**src/rtl/flash_ctl_pkg.sv**
```systemverilog
package flash_ctl_pkg;
    localparam int NUM_FIELDS = 4;
    localparam int HALT_BIT   = 0;
    localparam int UNLOCK_BIT = 1;
    localparam int FORCE_BIT  = 2;
    localparam int SHADOW_BIT = 3;

    typedef struct packed {
        logic halt;
        logic unlock;
        logic force_cens;
        logic shadow_en;
        logic lock_used;
        logic pbuf;
    } fcr_state_t;
endpackage

```
**src/rtl/fcr_fields.sv**
```systemverilog
module fcr_fields
    import flash_ctl_pkg::*;
(
    input  logic                  clk,
    input  logic                  rst_n,
    input  logic                  wr_en,
    input  logic [NUM_FIELDS-1:0] wr_bits,
    input  logic                  pe_busy,
    input  logic                  prog_en,
    input  logic                  dbg_mode,
    input  logic                  cens_ctl,
    output logic                  halt_o,
    output logic                  unlock_o,
    output logic                  force_o,
    output logic                  shadow_o,
    output logic                  pbuf_o
);
    fcr_state_t st_d, st_q;
    logic       programming;

    assign programming = pe_busy && !prog_en;

    always_comb begin
        st_d      = st_q;
        st_d.pbuf = 1'b0;
        if (wr_en) begin
            if (!pe_busy) begin
                st_d.halt = wr_bits[HALT_BIT];
            end
            if (st_q.unlock && !wr_bits[UNLOCK_BIT] && !st_q.lock_used && !cens_ctl) begin
                st_d.unlock    = 1'b0;
                st_d.lock_used = 1'b1;
            end else if (!st_q.unlock && wr_bits[UNLOCK_BIT] && dbg_mode && !cens_ctl) begin
                st_d.unlock = 1'b1;
            end
            if (st_q.unlock && !cens_ctl && wr_bits[FORCE_BIT]) begin
                st_d.force_cens = 1'b1;
            end
            if (!programming) begin
                st_d.shadow_en = wr_bits[SHADOW_BIT];
            end
        end
        st_d.pbuf = (st_d.shadow_en != st_q.shadow_en);
    end

    always_ff @(posedge clk or negedge rst_n) begin
        if (!rst_n) begin
            st_q <= '{halt: 1'b1, unlock: 1'b1, force_cens: 1'b0,
                      shadow_en: 1'b0, lock_used: 1'b0, pbuf: 1'b0};
        end else begin
            st_q <= st_d;
        end
    end

    assign halt_o   = st_q.halt;
    assign unlock_o = st_q.unlock;
    assign force_o  = st_q.force_cens;
    assign shadow_o = st_q.shadow_en;
    assign pbuf_o   = st_q.pbuf;

    AST_HALT_HOLD_BUSY: assert property (@(posedge clk) disable iff (!rst_n)
        (wr_en && pe_busy) |=> $stable(halt_o));
    AST_LOCK_ONCE: assert property (@(posedge clk) disable iff (!rst_n)
        (st_q.lock_used && unlock_o) |=> unlock_o);
    AST_UNLOCK_DEBUG_ONLY: assert property (@(posedge clk) disable iff (!rst_n)
        (!unlock_o && !(wr_en && dbg_mode && !cens_ctl)) |=> !unlock_o);
    AST_FORCE_STICKY: assert property (@(posedge clk) disable iff (!rst_n)
        force_o |=> force_o);
    AST_FORCE_CENS_BLOCK: assert property (@(posedge clk) disable iff (!rst_n)
        (!force_o && cens_ctl) |=> !force_o);
    AST_SHADOW_PROG_HOLD: assert property (@(posedge clk) disable iff (!rst_n)
        (wr_en && programming) |=> $stable(shadow_o));
endmodule

```
**src/rtl/fcr_wake_timer.sv**
```systemverilog
module fcr_wake_timer #(
    parameter int RECOV_CYC = 50
) (
    input  logic clk,
    input  logic rst_n,
    input  logic halt,
    output logic ready
);
    localparam int CNT_W = (RECOV_CYC < 1) ? 1 : $clog2(RECOV_CYC + 1);
    localparam logic [CNT_W-1:0] LIMIT = CNT_W'(RECOV_CYC);

    logic [CNT_W-1:0] cnt_d, cnt_q;

    always_comb begin
        cnt_d = cnt_q;
        if (halt) begin
            cnt_d = '0;
        end else if (cnt_q != LIMIT) begin
            cnt_d = cnt_q + 1'b1;
        end
    end

    always_ff @(posedge clk or negedge rst_n) begin
        if (!rst_n) begin
            cnt_q <= '0;
        end else begin
            cnt_q <= cnt_d;
        end
    end

    assign ready = !halt && (cnt_q == LIMIT);

    AST_NOT_READY_ON_WAKE: assert property (@(posedge clk) disable iff (!rst_n)
        ($fell(halt) && RECOV_CYC > 0) |-> !ready);
    AST_READY_HOLDS: assert property (@(posedge clk) disable iff (!rst_n)
        (ready && !halt) |=> (ready || halt));
endmodule

```
**src/rtl/fcr_addr_map.sv**
```systemverilog
module fcr_addr_map #(
    parameter int ADDR_W   = 12,
    parameter int SHADOW_W = 6
) (
    input  logic              shadow_en,
    input  logic [ADDR_W-1:0] addr_in,
    output logic [ADDR_W-1:0] addr_out
);
    for (genvar i = 0; i < ADDR_W; i++) begin : g_bit
        if (i < SHADOW_W) begin : g_low
            assign addr_out[i] = addr_in[i];
        end else begin : g_high
            assign addr_out[i] = addr_in[i] & ~shadow_en;
        end
    end
endmodule

```
**src/rtl/flash_ctl_reg.sv**
```systemverilog
module flash_ctl_reg
    import flash_ctl_pkg::*;
#(
    parameter int DATA_W   = 8,
    parameter int ADDR_W   = 12,
    parameter int SHADOW_W = 6,
    parameter int CLK_MHZ  = 50,
    parameter int RECOV_NS = 1000
) (
    input  logic              clk,
    input  logic              rst_n,
    input  logic              wr_en,
    input  logic [DATA_W-1:0] wr_data,
    output logic [DATA_W-1:0] rd_data,
    input  logic              pe_busy,
    input  logic              prog_en,
    input  logic              pe_req,
    output logic              pe_grant,
    input  logic              dbg_mode,
    input  logic              cens_ctl,
    input  logic [ADDR_W-1:0] acc_addr,
    output logic [ADDR_W-1:0] arr_addr,
    output logic              halt,
    output logic              unlocked,
    output logic              force_cens,
    output logic              shadow_en,
    output logic              cfg_locked,
    output logic              array_ready,
    output logic              pbuf_reset
);
    localparam int RECOV_CYC = (CLK_MHZ * RECOV_NS) / 1000;

    logic [NUM_FIELDS-1:0] field_vec;
    logic                  rsvd_unused;

    assign rsvd_unused = ^wr_data[DATA_W-1:NUM_FIELDS];

    fcr_fields u_fields (
        .clk      (clk),
        .rst_n    (rst_n),
        .wr_en    (wr_en),
        .wr_bits  (wr_data[NUM_FIELDS-1:0]),
        .pe_busy  (pe_busy),
        .prog_en  (prog_en),
        .dbg_mode (dbg_mode),
        .cens_ctl (cens_ctl),
        .halt_o   (halt),
        .unlock_o (unlocked),
        .force_o  (force_cens),
        .shadow_o (shadow_en),
        .pbuf_o   (pbuf_reset)
    );

    fcr_wake_timer #(.RECOV_CYC(RECOV_CYC)) u_timer (
        .clk   (clk),
        .rst_n (rst_n),
        .halt  (halt),
        .ready (array_ready)
    );

    fcr_addr_map #(.ADDR_W(ADDR_W), .SHADOW_W(SHADOW_W)) u_amap (
        .shadow_en (shadow_en),
        .addr_in   (acc_addr),
        .addr_out  (arr_addr)
    );

    assign field_vec[HALT_BIT]   = halt;
    assign field_vec[UNLOCK_BIT] = unlocked;
    assign field_vec[FORCE_BIT]  = force_cens;
    assign field_vec[SHADOW_BIT] = shadow_en;

    for (genvar i = 0; i < DATA_W; i++) begin : g_rd
        if (i < NUM_FIELDS) begin : g_fld
            assign rd_data[i] = field_vec[i];
        end else begin : g_rsvd
            assign rd_data[i] = 1'b0;
        end
    end

    assign cfg_locked = !unlocked;
    assign pe_grant   = pe_req && !halt;

    AST_GRANT_NEEDS_RUN: assert property (@(posedge clk) disable iff (!rst_n)
        pe_grant |-> !halt);
    AST_PBUF_ON_CHANGE: assert property (@(posedge clk) disable iff (!rst_n)
        pbuf_reset |-> (shadow_en != $past(shadow_en)));
    AST_RSVD_ZERO: assert property (@(posedge clk) disable iff (!rst_n)
        rd_data[DATA_W-1:NUM_FIELDS] == '0);
endmodule

```
**config.mk**
```make
export PLATFORM = sky130hd
export DESIGN_NAME = flash_ctl_reg
export DESIGN_NICKNAME = d
export VERILOG_FILES = /design/src/rtl/flash_ctl_pkg.sv /design/src/rtl/fcr_fields.sv /design/src/rtl/fcr_wake_timer.sv /design/src/rtl/fcr_addr_map.sv /design/src/rtl/flash_ctl_reg.sv
export SDC_FILE = /design/constraint.sdc
export NUM_CORES = 1
export LEC_CHECK = 0
export BUFFER_PORTS_ARGS = -buffer_cell sky130_fd_sc_hd__buf_2
export CAP_MARGIN = 10
export CORE_AREA = 2 2 46 48
export DETAILED_ROUTE_END_ITERATION = 16
export DIE_AREA = 0 0 48 50
export PLACE_DENSITY = 0.85
export REMOVE_ABC_BUFFERS = 1
export SETUP_SLACK_MARGIN = 0.3
export SYNTH_ARGS = -nofsm -noshare
export SYNTH_HDL_FRONTEND = slang
export SYNTH_SLANG_ARGS = --single-unit
```
**constraint.sdc**
```tcl
create_clock -name clk -period 3.4 [get_ports clk]
set_clock_uncertainty 0.2 [all_clocks]
set_input_delay 0 -clock clk [delete_from_list [all_inputs] [get_ports clk]]
set_output_delay 0 -clock clk [all_outputs]
set_load 0.05 [all_outputs]
```
==> flow_summary.json, run 1 <==
{
  "place_congestion": 0.758,
  "clockBufferDepth": 2,
  "cp_max_fo": 2,
  "fmax_ghz": 0.567,
  "vias": 625,
  "num_antenna_cells": 0,
  "power_frac_comb_pct": 39.8,
  "r2r-end": "u_fields.halt_o",
  "drive_gt1_share_pct": 39.8,
  "synth.distinct_cells": 30,
  "hold_viol": 0,
  "dr.pass1.iters": 4,
  "synth_area_per_cell_sq_um": 9.88,
  "r2r-start": "u_fields.halt_o",
  "hold_depth": 3,
  "drt_iter0_drc": 4,
  "track_usage_pct": 14.4,
  "start_util_pct": 39.5,
  "crit_type": "input port to flip-flop",
  "worstHoldEndpoint": "u_fields.force_o",
  "netlist.area_leader.share_pct": 33.3,
  "final-setup-viol-count": 0,
  "yosys_warnings": 0,
  "die_width_um": 48,
  "fin_nets": 150,
  "clockRootBuffer": "clkbuf_4",
  "fin_crit_ns": 1.76,
  "numCtsBuffers": 3,
  "p_sw_uw": 191,
  "yosys.area.top_type": "dfrtp_1",
  "synthSimpleGateAreaFrac_pct": 21.2,
  "synth_mux_area_share_pct": 1.50,
  "grt_pass1_wl_um": 2530,
  "vdd_drop_max_uv": 183,
  "synthArstFlopShare_pct": 100,
  "post_drt_wl_per_cell_um": 11.0,
  "hold_class": "input port to flip-flop",
  "cts-htree-levels": 1,
  "rows": 16,
  "synth_top_family_by_area": "simple AND/OR/NAND/NOR gates",
  "post-route-period-util_pct": 51.9,
  "die_h_um": 50,
  "final_common_cell": "buf_2",
  "area_growth_pct": 38.8,
  "fp.dieArea_sq_um": 2400,
  "synth_seq_area_share_pct": 40.3,
  "outcome": "complete, no violations",
  "synth_edf_count": 0,
  "cts.repair.resized": 0,
  "setup_tns_ns": 0,
  "max-slew-margin-rel_pct": 66.4,
  "clockPowerShare_pct": 17.9,
  "grt-ovfl-total": 0,
  "io_pins": 56,
  "viasPerCell": 4.31,
  "final_cell_mix": "buf_2, dlygate4sd3_1, dfrtp_1",
  "synthXorXnorAreaFrac_pct": 3.50,
  "antenna_found_initial": 0,
  "grt_pass1_vias": 579,
  "synth_compound_area_share_pct": 11.0,
  "worstPathRequired_ns": 3.34,
  "hpwl_um": 1110,
  "grt_max_degree": 11,
  "netlist_top_cells_area": "dfrtp_1, buf_4, dfstp_2",
  "synth_fa_ha_area_share_pct": 3.33,
  "netlist_area_sq_um": 751,
  "cts_post_setup_buffers_inserted": 0,
  "power_density_nw_per_um2": 440,
  "ys.flop_type": "dfrtp_1",
  "drt_wl_total_um": 1590,
  "stdcell_area_sq_um": 1040,
  "postCtsHoldBufs": 17,
  "final_util_pct": 54.8,
  "finalMaxSlewViolations": 0,
  "maxCapViolCount": 0,
  "cts_tree": "built",
  "p_sw_share_pct": 41.6,
  "critPathCaptureType": "flip-flop",
  "syn_inst": 76,
  "worstPathArrival_ns": 1.71,
  "core_sq_um": 1900,
  "leakage_nw": 0.548,
  "drc": 0,
  "rsz0062_at_grt": "no",
  "clock_latency_ns": 0.26,
  "cts_num_sinks": 12,
  "pwr-share-seq_pct": 42.3,
  "tightest_slew_ns": 0.503,
  "numPortBuffers": 35,
  "p_int_uw": 268,
  "dpl_cell_area_sq_um": 850,
  "min_from": "wr_en",
  "clk_pin_slew_worst_paths_ns": 0.07,
  "reg2regPathDepth": 4,
  "startpoint_type": "input port",
  "ys_ff_latch": 12,
  "r2r_slack_ns": 1.64,
  "ant_nets": 0
}
## routing by layer
| metal | global-route usage, % | wire [um] | share of wire, % |
|---|---|---|---|
| met5 | 0 | 0 | 0 |
| met4 | 5.41 | 12 | 0.75 |
| met2 | 24.9 | 895 | 56 |
| met3 | 2.20 | 87 | 5.5 |
| met1 | 17.1 | 597 | 38 |
## cell families (layout without fill, tap and decap cells)
group / count (synthesis) / count (layout)
AOI/OAI and AO/OA: 12 / 12
buffers and inverters: 21 / 60
xor gates and xnor gates: 3 / 3
and+or+nand+nor: 24 / 24
other: 1 / 4
DFF: 12 / 12
adders and majority gates: 2 / 2
muxes: 1 / 1
## sequential cells by signal (all words and copies together) (netlist names)
name and count:
u_timer.cnt_q 6, u_fields.force_o 1, u_fields.halt_o 1, u_fields.pbuf_o 1, u_fields.shadow_o 1, u_fields.st_q 1
u_fields.unlock_o 1
## per-stage QoR
step	total power, mW	cells	setup slack (ns)	hold slack (ns)
2_1_floorplan	0.307	63	1.37	-0.496
3_3_place_gp	0.342	125	1.97	-0.316
3_5_place_dp	0.348	125	1.95	-0.308
4_1_cts	0.464	145	1.63	0.0353
5_1_grt	0.485	145	1.55	0.0554
6_report	0.459	145	1.64	0.0395
## power by group through the flow
stage	logic (mW)	registers (mW)	clock network [mW]
detailed placement	0.151	0.197	0
CTS	0.183	0.194	0.0872
finish	0.183	0.194	0.0819
global route	0.194	0.198	0.0941
global placement	0.147	0.195	0
floorplan	0.0889	0.218	0
## cell usage after synthesis (2+ instances only)
| cell type | n |
|---|---|
| a21oi_1 | 3 |
| buf_4 | 14 |
| o21ai_1 | 2 |
| nor2_1 | 4 |
| nand2_1 | 2 |
| dfstp_2 | 2 |
| ha_1 | 2 |
| nor2b_1 | 8 |
| dfrtp_1 | 10 |
| nor3_1 | 2 |
| xor2_1 | 2 |
| inv_1 | 5 |
| a31o_2 | 3 |
## worst max-delay path: stages
cell           delay (ns)
dlygate4sd3_1        0.53
buf_2                0.12
o21ai_1              0.15
mux2_2               0.34
dlygate4sd3_1        0.56
## worst max-delay path by stage
stage | start | end | slack (ns)
detailed placement | u_timer.cnt_q[0] | u_timer.cnt_q[1] | 1.95
finish | prog_en | u_fields.shadow_o | 1.64
CTS | u_fields.halt_o | u_fields.halt_o | 1.63
global placement | u_timer.cnt_q[0] | u_timer.cnt_q[1] | 1.97
global route | u_fields.halt_o | u_fields.halt_o | 1.55
floorplan | u_timer.cnt_q[0] | array_ready | 1.37
## area by class of cell
class / instances / area [sq um]
tap: 27 / 33.8
fill: 185 / 860
clock buffer: 3 / 22.5
inverter: 5 / 18.8
sequential: 12 / 303
timing repair buffer: 52 / 345
multi-input combinational: 46 / 319
No activity file was read; power rests on OpenSTA's default activity.
==> run 2, diff against run 1 <==
- CORE_AREA: 2 2 46 48 -> 2 2 47 49
- DIE_AREA: 0 0 48 50 -> 0 0 49 51
- PLACE_DENSITY: 0.85 -> 0.82
- clock period: 3.4 -> 1.64 ns (I/O delays scaled with it)
==> run 2 against run 1 <==
  * First-iteration DRC count increased to 2.5 times the previous value
  * Cell count rose by 6.9%
  * Count of clock-buffer cells in the layout increased by 1
  * Setup slack lost 1.5 ns
  * Critical path type is now flip-flop to primary output
  * Critical path depth stayed put
  * Die area increased by 4.1%
  * Register-to-register slack worse by 1.5 ns
  * Sequential power rose by 110%
  * Non-clock buffer count rose by 8
==> flow_summary.json, run 2 (synthesized netlist as in run 1, its figures left out) <==
{
  "p_int_uw": 670,
  "ant_nets": 0,
  "numCtsBuffers": 3,
  "die_width_um": 49,
  "numPortBuffers": 35,
  "power_frac_comb_pct": 42.9,
  "start_util_pct": 36.4,
  "track_usage_pct": 13.8,
  "totalPowerFinal_mw": 1.11,
  "crit_type": "flip-flop to primary output",
  "clockPowerShare_pct": 21.2,
  "post_drt_wl_per_cell_um": 10.6,
  "vias": 680,
  "finalMaxSlewViolations": 0,
  "grt_pass1_wl_um": 2580,
  "drt_iter0_drc": 10,
  "cp_max_fo": 2,
  "die_h_um": 51,
  "core_sq_um": 2060,
  "drc": 0,
  "clk_pin_slew_worst_paths_ns": 0.08,
  "leakage_nw": 0.605,
  "largest_reg_flops": 6,
  "pwr-share-seq_pct": 35.9,
  "rsz0062_at_grt": "yes",
  "antenna_found_initial": 0,
  "tightest_slew_ns": 0.499,
  "io_pins": 56,
  "max-slew-margin-rel_pct": 66.6,
  "hold_class": "input port to flip-flop",
  "drive_gt1_share_pct": 50.4,
  "fin_crit_ns": 1.52,
  "final_common_cell": "buf_2",
  "maxCapViolCount": 0,
  "worstPathRequired_ns": 1.44,
  "final_util_pct": 58.3,
  "clock_latency_ns": 0.27,
  "final-setup-viol-count": 0,
  "clockBufferDepth": 2,
  "cts_num_sinks": 12,
  "fin_nets": 158,
  "dpl_cell_area_sq_um": 851,
  "p_sw_uw": 440,
  "top_layer_used": "met3",
  "setup_tns_ns": 0,
  "num_antenna_cells": 0,
  "wl_met1_um": 631,
  "dr_wl_met2_um": 941,
  "stdcell_area_sq_um": 1200,
  "rows": 17,
  "viasPerCell": 4.39,
  "place_ws_ns": 0.183,
  "dr.pass1.iters": 4,
  "p_sw_share_pct": 39.6,
  "hpwl_um": 1070,
  "drt_wl_total_um": 1650,
  "fmax_ghz": 0.660,
  "vdd_drop_max_uv": 570,
  "grt-ovfl-total": 0,
  "cts_tree": "built",
  "post-route-period-util_pct": 92.5,
  "clockRootBuffer": "clkbuf_4",
  "area_growth_pct": 60.2,
  "grt_pass1_vias": 616,
  "critPathCaptureType": "primary output",
  "fp.dieArea_sq_um": 2500,
  "wl_met3_um": 74,
  "cts-htree-levels": 1,
  "place_congestion": 0.727,
  "hold_viol": 0,
  "layout_setup_ws_ns": 0.124,
  "worstPathArrival_ns": 1.32,
  "power_density_nw_per_um2": 923,
  "grt_max_degree": 13,
  "final_cell_mix": "buf_2, dlygate4sd3_1, buf_4",
  "regMostFlops": "u_timer.cnt_q",
  "fill_cells": 185,
  "outcome": "complete, no violations",
  "startpoint_type": "flip-flop"
}
-- run 2: cell types whose count changed in the layout (fill, tap and decap cells not counted), sizes merged --
cell	before	now
buf	35	42
clkbuf	3	6
dlygate4sd3	17	16
-- run 2: repair_timing --
item / 4_1_cts / 5_1_grt
hold buffers: 16 / 0
gates resized for setup: 14 / 14
setup endpoints to repair: 12 / 21
endpoints found under the hold margin: 24 / 0
buffers inserted: 3 / 6
pin swaps: 1 / 1
-- run 2: worst max-delay path: stages (launching register included) --
cell	delay (ns)
dfrtp_1	0.39
inv_1	0.06
ha_2	0.18
nand4b_4	0.11
nor3_4	0.13
buf_6	0.18
-- run 2: area by class of cell --
| cell class | instances | area [sq um] | share of cell area, % |
|---|---|---|---|
| multi-input cells | 46 | 353 | 29.3 |
| inverters | 5 | 18.8 | 1.56 |
| well taps | 28 | 35.0 | 2.91 |
| flip-flops and latches | 12 | 305 | 25.4 |
| clock buffers | 4 | 36.3 | 3.02 |
| repair buffers | 60 | 454 | 37.8 |
-- run 2: power groups by stage --
stage,sequential (mW),combinational (mW),clock [mW]
6_report,0.398,0.475,0.235
5_1_grt,0.409,0.506,0.265
4_1_cts,0.399,0.408,0.241
3_5_place_dp,0.409,0.312,0
3_3_place_gp,0.404,0.305,0
2_1_floorplan,0.453,0.184,0
-- run 2: final timing paths --
kind,to,cells after the start,startpoint,slack (ns)
max,array_ready,5,u_timer.cnt_q[0],0.12
min,u_fields.st_q[1],3,cens_ctl,0.04
max reg2reg,u_timer.cnt_q[1],5,u_timer.cnt_q[0],0.14
min reg2reg,u_fields.st_q[1],1,u_fields.st_q[1],0.28
max in group asynchronous,u_fields.unlock_o,3,rst_n,0.49
min in group asynchronous,u_timer.cnt_q[5],3,rst_n,0.47
-- run 2: routing by layer --
| metal | up-vias | GRT usage (%) |
|---|---|---|
| li1 | 340 | - |
| met1 | 315 | 14.9 |
| met2 | 25 | 26.3 |
| met3 | 0 | 3.51 |
| met4 | 0 | 4.29 |
| met5 | - | 0 |
-- run 2: stage by stage --
step,hold slack [ns],cells
final,0.0357,155
after global routing,0.0664,155
after detailed placement,-0.306,126
after CTS,0.0261,149
after global placement,-0.311,126
after floorplan,-0.496,63
